[config.mk]
export PLATFORM = sky130hd
export DESIGN_NAME = swd_resync_detect
export DESIGN_NICKNAME = d
export VERILOG_FILES = /design/src/rtl/swd_resync_pkg.sv /design/src/rtl/swd_line_sync.sv /design/src/rtl/swd_run_counter.sv /design/src/rtl/swd_pattern_match.sv /design/src/rtl/swd_resync_detect.sv
export SDC_FILE = /design/constraint.sdc
export NUM_CORES = 1
export LEC_CHECK = 0
export BUFFER_PORTS_ARGS = -buffer_cell sky130_fd_sc_hd__buf_2
export CORE_MARGIN = 2
export CORE_UTILIZATION = 52
export DETAILED_ROUTE_END_ITERATION = 10
export PLACE_DENSITY = 0.73
export SLEW_MARGIN = 20
export SYNTH_ARGS = -nofsm -noshare
export SYNTH_HDL_FRONTEND = slang
export SYNTH_SLANG_ARGS = --single-unit
[constraint.sdc]
create_clock -name clk -period 1.9 [get_ports clk]
set_input_delay 0.19 -clock clk [delete_from_list [all_inputs] [get_ports clk]]
set_output_delay 0.19 -clock clk [all_outputs]
set_load 0.005 [all_outputs]
[src/rtl/swd_resync_pkg.sv]
package swd_resync_pkg;
  typedef enum logic {
    EV_LINE_RESET = 1'b0,
    EV_SELECT     = 1'b1
  } resync_kind_e;

  localparam int DEF_RESET_MIN = 50;
  localparam int DEF_CNT_W     = 8;
  localparam int DEF_PAT_W     = 16;
  localparam logic [15:0] DEF_PATTERN = 16'hE79E;
endpackage

[src/rtl/swd_line_sync.sv]
module swd_line_sync #(
  parameter int STAGES = 2
) (
  input  logic clk,
  input  logic rst,
  input  logic clk_raw,
  input  logic dio_raw,
  output logic rise,
  output logic dio_s
);
  logic [STAGES-1:0] clk_chain;
  logic [STAGES-1:0] dio_chain;
  logic              clk_last;

  genvar g;
  generate
    for (g = 0; g < STAGES; g++) begin : g_stage
      if (g == 0) begin : g_first
        always_ff @(posedge clk) begin
          if (rst) begin
            clk_chain[0] <= 1'b0;
            dio_chain[0] <= 1'b0;
          end else begin
            clk_chain[0] <= clk_raw;
            dio_chain[0] <= dio_raw;
          end
        end
      end else begin : g_next
        always_ff @(posedge clk) begin
          if (rst) begin
            clk_chain[g] <= 1'b0;
            dio_chain[g] <= 1'b0;
          end else begin
            clk_chain[g] <= clk_chain[g-1];
            dio_chain[g] <= dio_chain[g-1];
          end
        end
      end
    end
  endgenerate

  always_ff @(posedge clk) begin
    if (rst) clk_last <= 1'b0;
    else     clk_last <= clk_chain[STAGES-1];
  end

  assign rise  = clk_chain[STAGES-1] & ~clk_last;
  assign dio_s = dio_chain[STAGES-1];
endmodule

[src/rtl/swd_run_counter.sv]
module swd_run_counter #(
  parameter int RESET_MIN = 50,
  parameter int CNT_W     = 8
) (
  input  logic             clk,
  input  logic             rst,
  input  logic             step,
  input  logic             dio,
  input  logic             clear,
  output logic             reset_hit,
  output logic [CNT_W-1:0] cnt
);
  localparam logic [CNT_W-1:0] CNT_MAX = {CNT_W{1'b1}};
  localparam logic [CNT_W-1:0] MIN_V   = CNT_W'(RESET_MIN);

  assign reset_hit = step & ~dio & (cnt >= MIN_V);

  always_ff @(posedge clk) begin
    if (rst) begin
      cnt <= '0;
    end else if (step) begin
      if (!dio || clear)      cnt <= '0;
      else if (cnt != CNT_MAX) cnt <= cnt + 1'b1;
    end
  end
endmodule

[src/rtl/swd_pattern_match.sv]
module swd_pattern_match #(
  parameter int             PAT_W   = 16,
  parameter logic [PAT_W-1:0] PATTERN = 16'hE79E
) (
  input  logic clk,
  input  logic rst,
  input  logic step,
  input  logic dio,
  input  logic flush,
  output logic hit
);
  localparam int FILL_W = $clog2(PAT_W + 1);
  localparam logic [FILL_W-1:0] FULL = FILL_W'(PAT_W);

  logic [PAT_W-1:0]  hist, hist_nx;
  logic [FILL_W-1:0] fill, fill_nx;

  always_comb begin
    if (flush) begin
      hist_nx = {dio, {(PAT_W-1){1'b0}}};
      fill_nx = FILL_W'(1);
    end else begin
      hist_nx = {dio, hist[PAT_W-1:1]};
      fill_nx = (fill == FULL) ? fill : fill + 1'b1;
    end
  end

  assign hit = step & ~flush & (fill_nx == FULL) & (hist_nx == PATTERN);

  always_ff @(posedge clk) begin
    if (rst) begin
      hist <= '0;
      fill <= '0;
    end else if (step) begin
      if (hit) begin
        hist <= '0;
        fill <= '0;
      end else begin
        hist <= hist_nx;
        fill <= fill_nx;
      end
    end
  end
endmodule

[src/rtl/swd_resync_detect.sv]
module swd_resync_detect
  import swd_resync_pkg::*;
#(
  parameter int               SYNC_STAGES = 2,
  parameter int               RESET_MIN   = DEF_RESET_MIN,
  parameter int               CNT_W       = DEF_CNT_W,
  parameter int               PAT_W       = DEF_PAT_W,
  parameter logic [PAT_W-1:0] PATTERN     = DEF_PATTERN
) (
  input  logic             clk,
  input  logic             rst,
  input  logic             probe_clk_in,
  input  logic             probe_dio_in,
  output logic             resync_pulse,
  output logic             resync_kind,
  output logic [CNT_W-1:0] run_len
);
  logic             rise;
  logic             dio_s;
  logic             reset_hit;
  logic             pat_hit;
  logic [CNT_W-1:0] run_cnt;

  swd_line_sync #(.STAGES(SYNC_STAGES)) u_sync (
    .clk(clk), .rst(rst), .clk_raw(probe_clk_in), .dio_raw(probe_dio_in),
    .rise(rise), .dio_s(dio_s)
  );

  swd_run_counter #(.RESET_MIN(RESET_MIN), .CNT_W(CNT_W)) u_run (
    .clk(clk), .rst(rst), .step(rise), .dio(dio_s), .clear(pat_hit),
    .reset_hit(reset_hit), .cnt(run_cnt)
  );

  swd_pattern_match #(.PAT_W(PAT_W), .PATTERN(PATTERN)) u_pat (
    .clk(clk), .rst(rst), .step(rise), .dio(dio_s), .flush(reset_hit),
    .hit(pat_hit)
  );

  always_ff @(posedge clk) begin
    if (rst) begin
      resync_pulse <= 1'b0;
      resync_kind  <= EV_LINE_RESET;
      run_len      <= '0;
    end else begin
      resync_pulse <= reset_hit | pat_hit;
      if (reset_hit) begin
        resync_kind <= EV_LINE_RESET;
        run_len     <= run_cnt;
      end else if (pat_hit) begin
        resync_kind <= EV_SELECT;
      end
    end
  end
endmodule

After elaboration in Yosys (flattened, before gate mapping)
Index checks and enable logic that the tools add are counted.
{"block": "totals", "ff_bits": 44, "word_cells": 40}
{"block": "op_classes", "addsub": 2, "magnitude_cmp": 1, "eq_ne": 4, "n_mux": 7, "n_bitwise": 10, "reduce_logical": 5}
{"operator": "16-bit equality test (second input constant)", "count": 1}
{"operator": "16-bit two-way mux", "count": 1}
{"operator": "8-bit two-way mux", "count": 2}
{"operator": "15-bit two-way mux", "count": 1}
{"operator": "5-bit two-way mux", "count": 3}
{"operator": "5-bit equality test (second input constant)", "count": 2}
{"operator": "8-bit by 1-bit adder with 8-bit output (second input constant)", "count": 1}
{"operator": "8-bit by 6-bit greater-or-equal comparator with 1-bit output (second input constant)", "count": 1}
{"operator": "8-bit != test (second input constant)", "count": 1}
{"operator": "1-bit AND", "count": 6}
{"operator": "5-bit by 1-bit adder with 5-bit output (second input constant)", "count": 1}
{"operator": "1-bit inverter", "count": 3}
{"operator": "2-bit AND reduction", "count": 1}
{"operator": "2-bit nonzero test", "count": 1}
{"operator": "2-bit OR reduction", "count": 1}
{"operator": "1-bit zero test", "count": 1}
{"operator": "1-bit logical OR", "count": 1}
{"operator": "1-bit OR", "count": 1}

Depth between registers and ports, before layout
Gate-level depths: netlist of the first run.
{"block": "depth", "ltp_word": 11, "ltp_mapped": 8, "mapped_depth_nobuf": 7}

By module
From an unflattened synthesis of the first run, not the netlist that was laid out.
{"block": "hier_totals", "cells_unflattened": 191, "area_unflattened_um2": 1844.3}
{"module": "swd_pattern_match", "n_inst": 1, "cells_each": 93, "area_each_um2": 914.6, "seq_area_each_um2": 400.4}
{"module": "swd_run_counter", "n_inst": 1, "cells_each": 55, "area_each_um2": 449.2, "seq_area_each_um2": 160.2}
{"module": "swd_resync_detect", "n_inst": 1, "cells_each": 32, "area_each_um2": 342.8, "seq_area_each_um2": 200.2}
{"module": "swd_line_sync", "n_inst": 1, "cells_each": 11, "area_each_um2": 137.6, "seq_area_each_um2": 100.1}

Least setup slack after synthesis of the first run
Ideal clock, no wire load.
{"block": "synth_timing", "kind": "flip-flop to flip-flop", "start": "reg u_pat.fill[0]", "end": "reg u_run.cnt[1]", "setup_time_ns": 0.123, "arrival_time_ns": 1.772, "required_time_ns": 1.777, "slack_ns": 0.005, "stages_incl_launch_ff": 8, "path_buffers": 0, "synth_period_minus_slack_ns": 1.895, "path_cell_list": "dfxtp_1 -> inv_1 -> ha_1 -> a211oi_1 -> a211oi_1 -> or4_1 -> o21ai_1 -> o22ai_1"}
{"block": "synth_via", "elab_chain_len": 9}
{"element": "from (decl)", "line": "swd_pattern_match.sv:16", "source": "logic [FILL_W-1:0] fill, fill_nx;"}
{"element": "from (signal assigned)", "line": "swd_pattern_match.sv:40", "source": "fill <= fill_nx;"}
{"element": "5-bit by 1-bit adder with 5-bit output / 5-bit equality test (equally long branches)", "line": "swd_pattern_match.sv:24", "source": "fill_nx = (fill == FULL) ? fill : fill + 1'b1;"}
{"element": "5-bit two-way mux *", "line": "swd_pattern_match.sv:24"}
{"element": "5-bit two-way mux *", "line": "swd_pattern_match.sv:19", "source": "if (flush) begin"}
{"element": "5-bit equality test *", "line": "swd_pattern_match.sv:28", "source": "assign hit = step & ~flush & (fill_nx == FULL) & (hist_nx == PATTERN);"}
{"element": "1-bit AND * (2 in a row)", "line": "swd_pattern_match.sv:28"}
{"element": "1-bit logical OR *", "line": "swd_run_counter.sv:22", "source": "if (!dio || clear) cnt <= '0;"}
{"element": "2-bit nonzero test (no line)"}
{"element": "2-bit AND reduction (no line)"}
{"element": "to (signal assigned)", "line": "swd_run_counter.sv:23", "source": "else if (cnt != CNT_MAX) cnt <= cnt + 1'b1;"}
{"element": "to (decl)", "line": "swd_run_counter.sv:11", "source": "output logic [CNT_W-1:0] cnt"}
Mark *: on every way between the ends. The rest lies on a longest branch, timed or not.
A chain may end at the register's enable or synchronous reset.

Final worst setup path of the first run
{"block": "layout_timing", "start": "reg u_pat.hist[6]", "end": "reg u_pat.hist[11]"}
{"block": "layout_via", "elab_chain_len": 4}
{"element": "from (decl)", "line": "swd_pattern_match.sv:15", "source": "logic [PAT_W-1:0] hist, hist_nx;"}
{"element": "from (signal assigned)", "line": "swd_pattern_match.sv:39", "source": "hist <= hist_nx;"}
{"element": "15-bit two-way mux", "line": "swd_pattern_match.sv:19"}
{"element": "16-bit equality test", "line": "swd_pattern_match.sv:28"}
{"element": "1-bit AND", "line": "swd_pattern_match.sv:28"}
{"element": "16-bit two-way mux", "line": "swd_pattern_match.sv:35", "source": "if (hit) begin"}
Every way passes these cells.

==> flow_metrics.env, run 1 <==
export IMPL_wl_um=4320
export IMPL_hpwlAfterDp_um=2770
export IMPL_synth_edff_count=0
export IMPL_dieWidth_um=63.4
export IMPL_synthArstFlopShare_pct=0
export IMPL_nNetsFinal=228
export IMPL_cts_root_buf="clkbuf_4"
export IMPL_syn_cell_area_sq_um=1830
export IMPL_slew_viol_final=0
export IMPL_initial_utilization_pct=54.5
export IMPL_grt_antenna_before_repair=0
export IMPL_power_switching_mw=0.342
export IMPL_tightest_slew_ps=1180
export IMPL_avgSynthCellArea_sq_um=10.0
export IMPL_io_pins=14
export IMPL_synthCells=183
export IMPL_vias_per_cell=5.76
export IMPL_criticalPathCategory="reg2reg"
export IMPL_maxCapViolCount=0
export IMPL_track_usage_pct=21.6
export IMPL_hold_depth=2
export IMPL_cts_tree="built"
export IMPL_stdcell_area_sq_um=2350
export IMPL_combinationalPowerShare_pct=5.9
export IMPL_die_y_um=63.4
export IMPL_n_fill_cell=267
export IMPL_leakage_nw=0.922
export IMPL_rows=21
export IMPL_yosysTopAreaCell="dfxtp_1"
export IMPL_relSlewSlack_pct=21.4
export IMPL_wire_per_inst_um=16.2
export IMPL_clk_latency_ps=340
export IMPL_syn2layout_area_growth_pct=28.3
export IMPL_placedInstanceArea_sq_um=2050
export IMPL_tns_ps=-1250
export IMPL_clk_pin_slew_ps=120
export IMPL_peakVddDrop_uv=421
export IMPL_grt_pass1_vias=1484
export IMPL_seq_area_frac_synth_pct=47.0
export IMPL_htreeDepth=2
export IMPL_crit_arrival_ps=2220
export IMPL_r2r_end="u_pat.hist[11]$_SDFFE_PP0P_"
export IMPL_grt_max_degree=23
export IMPL_numPortBuffers=13
export IMPL_synth_ff_type="dfxtp_1"
export IMPL_crit_fanout=8
export IMPL_fin_skew_ps=8.85
export IMPL_fin_crit_sh_pct=104
export IMPL_vias=1538
export IMPL_coreArea_sq_um=3360
export IMPL_grt_pass1_wl_um=6800
export IMPL_holdPathEnd="u_sync.dio_chain[0]$_SDFF_PP0_"
export IMPL_switching_share_pct=23.9
export IMPL_ys_warn_count=0
export IMPL_grt_ovfl_total=0
export IMPL_hold_class="in2reg"
export IMPL_drc_errors=0
export IMPL_yosysUniqueCellTypes=48
export IMPL_synth_seq_cells=43
export IMPL_antennaDiodeCount=0
export IMPL_rr_worst_depth=7
export IMPL_fmax_ghz=0.506
export IMPL_cp_end_kind="flip-flop"
export IMPL_clockPowerShare_pct=30.0
export IMPL_clkSinkCount=43
export IMPL_drtAntennaViolNets=0
export IMPL_p_int_mw=1.09
export IMPL_reg2reg_slack_ps=-80
export IMPL_violations="negative setup slack"
export IMPL_worstReg2RegStart="u_pat.hist[6]$_SDFFE_PP0P_"
export IMPL_numCtsBuffers=5
export IMPL_hold_slack_ps=52.9
export IMPL_min_delay_start="probe_dio_in"
export IMPL_required_ps=2140
export IMPL_p_per_area_nw_per_um2=608
export IMPL_p_total_mw=1.43
export IMPL_seqPwrFrac_pct=64.0
export IMPL_worst_slack_ps=-78.1
export IMPL_yosysTopAreaCellShare_pct=47.0
export IMPL_status="finished with violations"
export IMPL_hold_viol_final=0
export IMPL_rsz0062_at_grt="yes"
export IMPL_setup_violations_final=24
export IMPL_drt_iter0_markers=75
export IMPL_hold_buffers=0
export IMPL_ys_top_cells_by_area="dfxtp_1 (47%), a22o_1 (7.2%), nor2_1 (3.7%)"
export IMPL_dieArea_sq_um=4010
export IMPL_clock_path_buffers=2
export IMPL_start_kind="flip-flop"
export IMPL_synth_nets=191
export IMPL_period_minus_slack_ps=1980
export IMPL_dr_pass1_iters=4
export IMPL_gp_congestion=0.828
export IMPL_drive_above_1_share_pct=36.7
export IMPL_crit_start="u_pat.hist[6]$_SDFFE_PP0P_"
repair_timing:
item	4_1_cts	5_1_grt
buffers inserted	2	3
resized for setup	15	22
gates cloned	1	1
pin swaps	3	10
endpoints found under the setup margin	33	38
how the worst max path moves through the flow:
stage | end | slack [ps]
detailed placement | u_pat.hist[8]$_SDFFE_PP0P_ | -240
global route | u_run.cnt[4]$_SDFFE_PP0P_ | -150
CTS | u_pat.hist[8]$_SDFFE_PP0P_ | -70
floorplan | u_run.cnt[1]$_SDFFE_PP0P_ | 5
finish | u_pat.hist[11]$_SDFFE_PP0P_ | -80
global placement | u_pat.hist[3]$_SDFFE_PP0P_ | -180
synthesized netlist by cell type, drive strengths merged (3+ instances only):
cell,number
ha,4
clkbuf,4
a22o,16
nand2,6
a211oi,4
nor4,3
buf,6
nor3,3
a21oi,10
nand3,5
nor2,18
o22ai,3
dfxtp,43
nor3b,3
nand4,3
mux2i,6
o21ai,3
or4,3
inv,3
nand3b,3
xnor2,5
nor2b,7
cell usage in the layout, fill, tap and decap left out, types with 5 or more instances in the layout:
cell type  instances
clkbuf_4           5
nand3_1            5
buf_2             13
a22o_1            15
a21oi_1            8
dfxtp_2            5
mux2i_1            5
buf_4             22
nor2_1            18
dfxtp_1           38
nor2b_1            7
area by class of cell:
cell class | count | area [sq um] | share of cell area, %
flip-flops and latches | 43 | 867 | 36.9
clock buffers | 6 | 41.3 | 1.76
inverters | 3 | 11.3 | 0.479
well taps | 46 | 57.6 | 2.45
clock inverters | 2 | 12.5 | 0.532
repair buffers | 40 | 327 | 13.9
multi-input cells | 127 | 1030 | 44.0
registers in the layout (all words and copies together), names as in the netlist:
signal and flops:
u_sync.clk_last 1, u_run.cnt 8, u_pat.fill 5, u_pat.hist 15
run_len 8, resync_pulse 1, u_sync.dio_s 1, u_sync.clk_chain 2
resync_kind 1, u_sync.dio_chain 1
cells by family (layout without fill, tap and decap cells):
family | Yosys count | after routing | synth area share, %
AO/OA/AOI/OAI | 45 | 45 | 18.9
XOR/XNOR | 5 | 5 | 2.39
adder cells (fa/ha/maj) | 4 | 4 | 2.73
buffers and inverters | 13 | 51 | 3.69
flip-flops | 43 | 43 | 47.0
multiplexers | 6 | 6 | 3.28
AND/OR/NAND/NOR | 67 | 67 | 22.1
power by group through the flow:
stage	logic [mW]	registers, mW	clock network, mW
detailed placement	0.0681	0.934	0
finish	0.0849	0.915	0.429
floorplan	0.0444	0.934	0
global route	0.0925	0.917	0.478
global placement	0.0650	0.934	0
CTS	0.0784	0.914	0.438
layer usage:
layer | GRT usage [%] | vias to the layer above | wire (um)
met3 | 5.54 | 9 | 133
li1 | - | 752 | -
met5 | 0 | - | 0
met2 | 36.2 | 27 | 2200
met1 | 27.5 | 750 | 1900
met4 | 6.25 | 0 | 85
stage by stage:
stage | util (%) | setup WS (ps) | instances
2_1_floorplan | - | 5.08 | 183
3_3_place_gp | 60.9 | -177 | 252
3_5_place_dp | 60.9 | -238 | 252
4_1_cts | 66.1 | -70.9 | 263
5_1_grt | 69.9 | -153 | 267
6_report | 69.9 | -78.1 | 267
worst max-delay path, stage by stage, from the launching register on:
cell	delay, ps
dfxtp_2	350
nand4bb_1	170
or4_4	540
nor4_4	210
buf_4	180
a21oi_4	80
clkbuf_16	170
a22o_1	180
No activity file was read; power rests on OpenSTA's default activity.
==> run 2, diff against run 1 <==
CELL_PAD_IN_SITES_DETAIL_PLACEMENT = 1   (was unset)
CELL_PAD_IN_SITES_GLOBAL_PLACEMENT = 1   (was unset)
CORE_UTILIZATION = 41   (was 52)
PLACE_DENSITY = unset   (was 0.73)
PLACE_DENSITY_LB_ADDON = 0.1   (was unset)
==> flow_metrics.env, run 2 (synthesis gave the netlist of run 1 again) <==
export IMPL_status="finished with violations"
export IMPL_violations="negative setup slack"
export IMPL_stdcell_area_sq_um=2480
export IMPL_crit_fanout=2
export IMPL_slew_viol_final=0
export IMPL_drtAntennaViolNets=0
export IMPL_maxCapViolCount=0
export IMPL_hold_class="in2reg"
export IMPL_stdcell_count=286
export IMPL_antennaDiodeCount=0
export IMPL_drt_iter0_markers=89
export IMPL_clkSinkCount=43
export IMPL_slowest_delay_ps=570
export IMPL_dr_pass1_iters=4
export IMPL_syn2layout_area_growth_pct=35.3
export IMPL_clock_path_buffers=2
export IMPL_io_pins=14
export IMPL_final_common_cell="dfxtp_1"
export IMPL_placedInstanceArea_sq_um=2160
export IMPL_peakVddDrop_uv=425
export IMPL_initial_utilization_pct=42.4
export IMPL_largestRegisters="u_pat.hist (15), run_len (8), u_run.cnt (8)"
export IMPL_hold_viol_final=0
export IMPL_htreeDepth=2
export IMPL_required_ps=2090
export IMPL_grt_ovfl_total=0
export IMPL_path_delay_family="simple AND/OR/NAND/NOR gates"
export IMPL_p_total_mw=1.72
export IMPL_largest_reg_flops=15
export IMPL_cp_end_kind="flip-flop"
export IMPL_dieArea_sq_um=5020
export IMPL_nNetsFinal=241
export IMPL_cts_root_buf="clkbuf_8"
export IMPL_largest_register="u_pat.hist"
export IMPL_grt_pass1_wl_um=8010
export IMPL_start_kind="flip-flop"
export IMPL_n_fill_cell=495
export IMPL_setup_violations_final=6
export IMPL_fin_skew_ps=7.20
export IMPL_vias=1607
export IMPL_tns_ps=-79.4
export IMPL_vias_per_cell=5.62
export IMPL_path_buf_inv=0
export IMPL_period_minus_slack_ps=1920
export IMPL_wl_um=4790
export IMPL_final_cell_mix="dfxtp_1 (38), buf_4 (37), nor2_1 (17)"
export IMPL_crit_path_top_delay_cell="or4_4"
export IMPL_drc_errors=0
export IMPL_dieWidth_um=70.8
export IMPL_rows=24
export IMPL_coreArea_sq_um=4320
export IMPL_track_usage_pct=20.1
export IMPL_wire_per_inst_um=16.8
export IMPL_cts_tree="built"
export IMPL_numPlacedInstances=272
export IMPL_clk_pin_slew_ps=80
export IMPL_relSlewSlack_pct=56.0
export IMPL_fin_crit_sh_pct=101
export IMPL_hpwlAfterDp_um=3250
export IMPL_grt_pass1_vias=1710
export IMPL_die_y_um=70.8
export IMPL_grt_antenna_before_repair=0
export IMPL_gp_congestion=0.752
export IMPL_worst_slack_ps=-21.9
export IMPL_leakage_nw=1.01
export IMPL_numCtsBuffers=5
export IMPL_grt_max_degree=22
export IMPL_drive_above_1_share_pct=41.0
export IMPL_fmax_ghz=0.520
export IMPL_fin_util_pct=57.3
export IMPL_worstPathCellList="nand4bb_1 > or4_4 > or4_4 > o22ai_2 > o22ai_1"
export IMPL_numPortBuffers=13
export IMPL_cpMostUsedCell="or4_4"
export IMPL_crit_arrival_ps=2110
export IMPL_p_per_area_nw_per_um2=694
export IMPL_rsz0062_at_grt="yes"
export IMPL_criticalPathCategory="reg2reg"
export IMPL_clk_latency_ps=300
export IMPL_tightest_slew_ps=659
run 2: changes by cell type in the layout (fill, tap and decap cells not counted), moves of 2 or more:
| cell | before | now |
|---|---|---|
| a22oi_2 | 2 | 0 |
| clkbuf_16 | 2 | 0 |
| nor3_2 | 0 | 2 |
| clkbuf_4 | 5 | 0 |
| clkbuf_8 | 0 | 5 |
| buf_4 | 22 | 37 |
| nor3_1 | 3 | 1 |
| a22oi_1 | 0 | 2 |
run 2: metal layers:
layer	GRT usage, %	vias up	share of wire [%]
met5	0	-	0
met4	7.55	0	2.0
met3	5.41	9	2.7
met2	32.3	24	48
met1	25.8	798	48
li1	-	776	-
run 2: final cells by class:
class / instances / area [sq um] / area share (%)
multi-input cells: 127 / 1040 / 41.8
clock inverters: 3 / 43.8 / 1.77
inverters: 3 / 11.3 / 0.454
clock buffers: 5 / 68.8 / 2.78
repair buffers: 53 / 385 / 15.5
well taps: 52 / 65.1 / 2.62
flip-flops and latches: 43 / 867 / 35.0
run 2: what timing repair did:
action	in CTS	in global routing
endpoints found under the setup margin	30	35
buffers inserted	2	4
pin swaps	3	11
hold buffers	0	0
gates cloned	0	1
resized for setup	18	17
run 2: path summary, 6_finish.rpt:
check                                    to  depth (start not counted)                           start  slack [ps]
max               u_run.cnt[5]$_SDFFE_PP0P_                          5      u_pat.hist[7]$_SDFFE_PP0P_         -20
min          u_sync.clk_chain[0]$_SDFF_PP0_                          2                    probe_clk_in         100
max reg2reg       u_run.cnt[5]$_SDFFE_PP0P_                          5      u_pat.hist[7]$_SDFFE_PP0P_         -20
min reg2reg         u_sync.dio_s$_SDFF_PP0_                          1  u_sync.dio_chain[0]$_SDFF_PP0_         450
run 2: worst register-to-register path, delay by kind of cell (launching register included):
| kind | cells | cell delay, ps |
|---|---|---|
| AND/OR/NAND/NOR | 3 | 1210 |
| flip-flops | 1 | 320 |
| AO/OA/AOI/OAI | 2 | 280 |
run 2: metrics by stage:
step	setup slack, ps	hold WS (ps)
floorplan	5.08	318
global placement	-188	398
detailed placement	-265	408
CTS	-43.9	90.8
global route	-134	95.6
finish	-21.9	96.0
run 2: power breakdown:
group,switching [mW],internal (mW)
Combinational,0.0498,0.0371
Clock,0.327,0.391
Sequential,0.00648,0.908
Total,0.383,1.34
==> run 3, diff against run 2 <==
CORE_ASPECT_RATIO = 2   (was unset)
==> flow_metrics.env, run 3 (synthesis gave the netlist of run 1 again) <==
export IMPL_drive_above_1_share_pct=46.0
export IMPL_wl_met1_um=1780
export IMPL_numPortBuffers=13
export IMPL_final_cell_mix="buf_4 (36), dfxtp_1 (36), nor2_1 (16)"
export IMPL_detailedPlace_worstSlack_ps=-320
export IMPL_antennaDiodeCount=0
export IMPL_grt_antenna_before_repair=0
export IMPL_relSlewSlack_pct=50.5
export IMPL_crit_start="u_pat.hist[7]$_SDFFE_PP0P_"
export IMPL_nNetsFinal=244
export IMPL_reg2reg_slack_ps=-20
export IMPL_n_fill_cell=506
export IMPL_tightest_slew_ps=741
export IMPL_fmax_ghz=0.520
export IMPL_top_layer_used="met4"
export IMPL_track_usage_pct=23.0
export IMPL_hold_slack_ps=108
export IMPL_largestRegisters="u_pat.hist (15), run_len (8), u_run.cnt (8)"
export IMPL_start_kind="flip-flop"
export IMPL_leakage_nw=1.01
export IMPL_wire_per_inst_um=18.5
export IMPL_die_y_um=98.5
export IMPL_stdcell_count=291
export IMPL_clk_latency_ps=300
export IMPL_vias_per_cell=5.62
export IMPL_largest_register="u_pat.hist"
export IMPL_coreArea_sq_um=4340
export IMPL_setup_violations_final=4
export IMPL_p_total_mw=1.59
export IMPL_hold_viol_final=0
export IMPL_grt_pass1_vias=1782
export IMPL_fin_skew_ps=3.68
export IMPL_htreeDepth=2
export IMPL_cts_tree="built"
export IMPL_hold_buffers=0
export IMPL_wl_met2_um=3360
export IMPL_hold_class="in2reg"
export IMPL_cp_end_kind="flip-flop"
export IMPL_worstReg2RegStart="u_pat.hist[7]$_SDFFE_PP0P_"
export IMPL_violations="negative setup slack"
export IMPL_clk_pin_slew_ps=80
export IMPL_slew_viol_final=0
export IMPL_rows=34
export IMPL_clkSinkCount=43
export IMPL_largest_reg_flops=15
export IMPL_required_ps=2090
export IMPL_crit_fanout=6
export IMPL_vias=1634
export IMPL_wl_met3_um=99
export IMPL_crit_end="u_run.cnt[1]$_SDFFE_PP0P_"
export IMPL_cts_root_buf="clkbuf_8"
export IMPL_fin_util_pct=58.5
export IMPL_clock_path_buffers=2
export IMPL_period_minus_slack_ps=1920
export IMPL_numPlacedInstances=275
export IMPL_status="finished with violations"
export IMPL_io_pins=14
export IMPL_peakVddDrop_uv=491
export IMPL_placedInstanceArea_sq_um=2170
export IMPL_initial_utilization_pct=42.2
export IMPL_p_per_area_nw_per_um2=625
export IMPL_criticalPathCategory="reg2reg"
export IMPL_worst_slack_ps=-23.9
export IMPL_grt_pass1_wl_um=8710
export IMPL_grt_ovfl_total=0
export IMPL_drt_iter0_markers=31
export IMPL_dieWidth_um=51.3
export IMPL_fin_crit_sh_pct=101
export IMPL_numCtsBuffers=5
export IMPL_dieArea_sq_um=5050
export IMPL_rsz0062_at_grt="yes"
export IMPL_dr_pass1_iters=4
export IMPL_drc_errors=0
export IMPL_r2r_end="u_run.cnt[1]$_SDFFE_PP0P_"
export IMPL_wl_um=5400
export IMPL_drtAntennaViolNets=0
export IMPL_syn2layout_area_growth_pct=38.5
export IMPL_maxCapViolCount=0
export IMPL_stdcell_area_sq_um=2540
export IMPL_hpwlAfterDp_um=3780
export IMPL_rr_worst_depth=6
export IMPL_crit_arrival_ps=2110
export IMPL_gp_congestion=0.839
export IMPL_tns_ps=-50.0
export IMPL_grt_max_degree=18
[run 3: worst max-delay path, stage by stage, from the launching register on]
cell,delay [ps]
dfxtp_2,330
nand4bb_1,170
or4_4,550
nor4_4,300
buf_4,200
a211o_4,170
o22ai_1,90
[run 3: final cells by class]
cell class,count,area [sq um],share of cell area [%]
repair buffers,56,414,16.3
clock inverters,2,12.5,0.493
inverters,3,11.3,0.444
clock buffers,6,72.6,2.86
flip-flops and latches,43,870,34.3
well taps,54,67.6,2.66
multi-input cells,127,1090,42.9
[run 3: worst min-delay path by stage]
stage                             from                        endpoint  slack, ps  cells past startpoint
after floorplan           probe_clk_in  u_sync.clk_chain[0]$_SDFF_PP0_        320                      1
after global placement    probe_clk_in  u_sync.clk_chain[0]$_SDFF_PP0_        400                      2
after detailed placement  probe_dio_in  u_sync.dio_chain[0]$_SDFF_PP0_        420                      2
after CTS                 probe_dio_in  u_sync.dio_chain[0]$_SDFF_PP0_        110                      2
after global routing      probe_dio_in  u_sync.dio_chain[0]$_SDFF_PP0_        110                      2
final                     probe_dio_in  u_sync.dio_chain[0]$_SDFF_PP0_        110                      2
[run 3: timing repair]
action / 4_1_cts / 5_1_grt
cloned: 0 / 1
buffers inserted: 3 / 4
pin swaps: 10 / 13
gates resized for setup: 29 / 24
endpoints found under the setup margin: 37 / 36
[run 3: layer usage]
metal	up-vias	GRT usage (%)
li1	779	-
met1	814	21.8
met2	26	45.6
met3	15	3.64
met4	0	9.92
met5	-	0
[run 3: power breakdown]
part	switching [mW]	total [mW]	internal, mW
Clock	0.319	0.576	0.257
Sequential	0.00778	0.916	0.909
Combinational	0.0551	0.0941	0.0391
Total	0.382	1.59	1.20
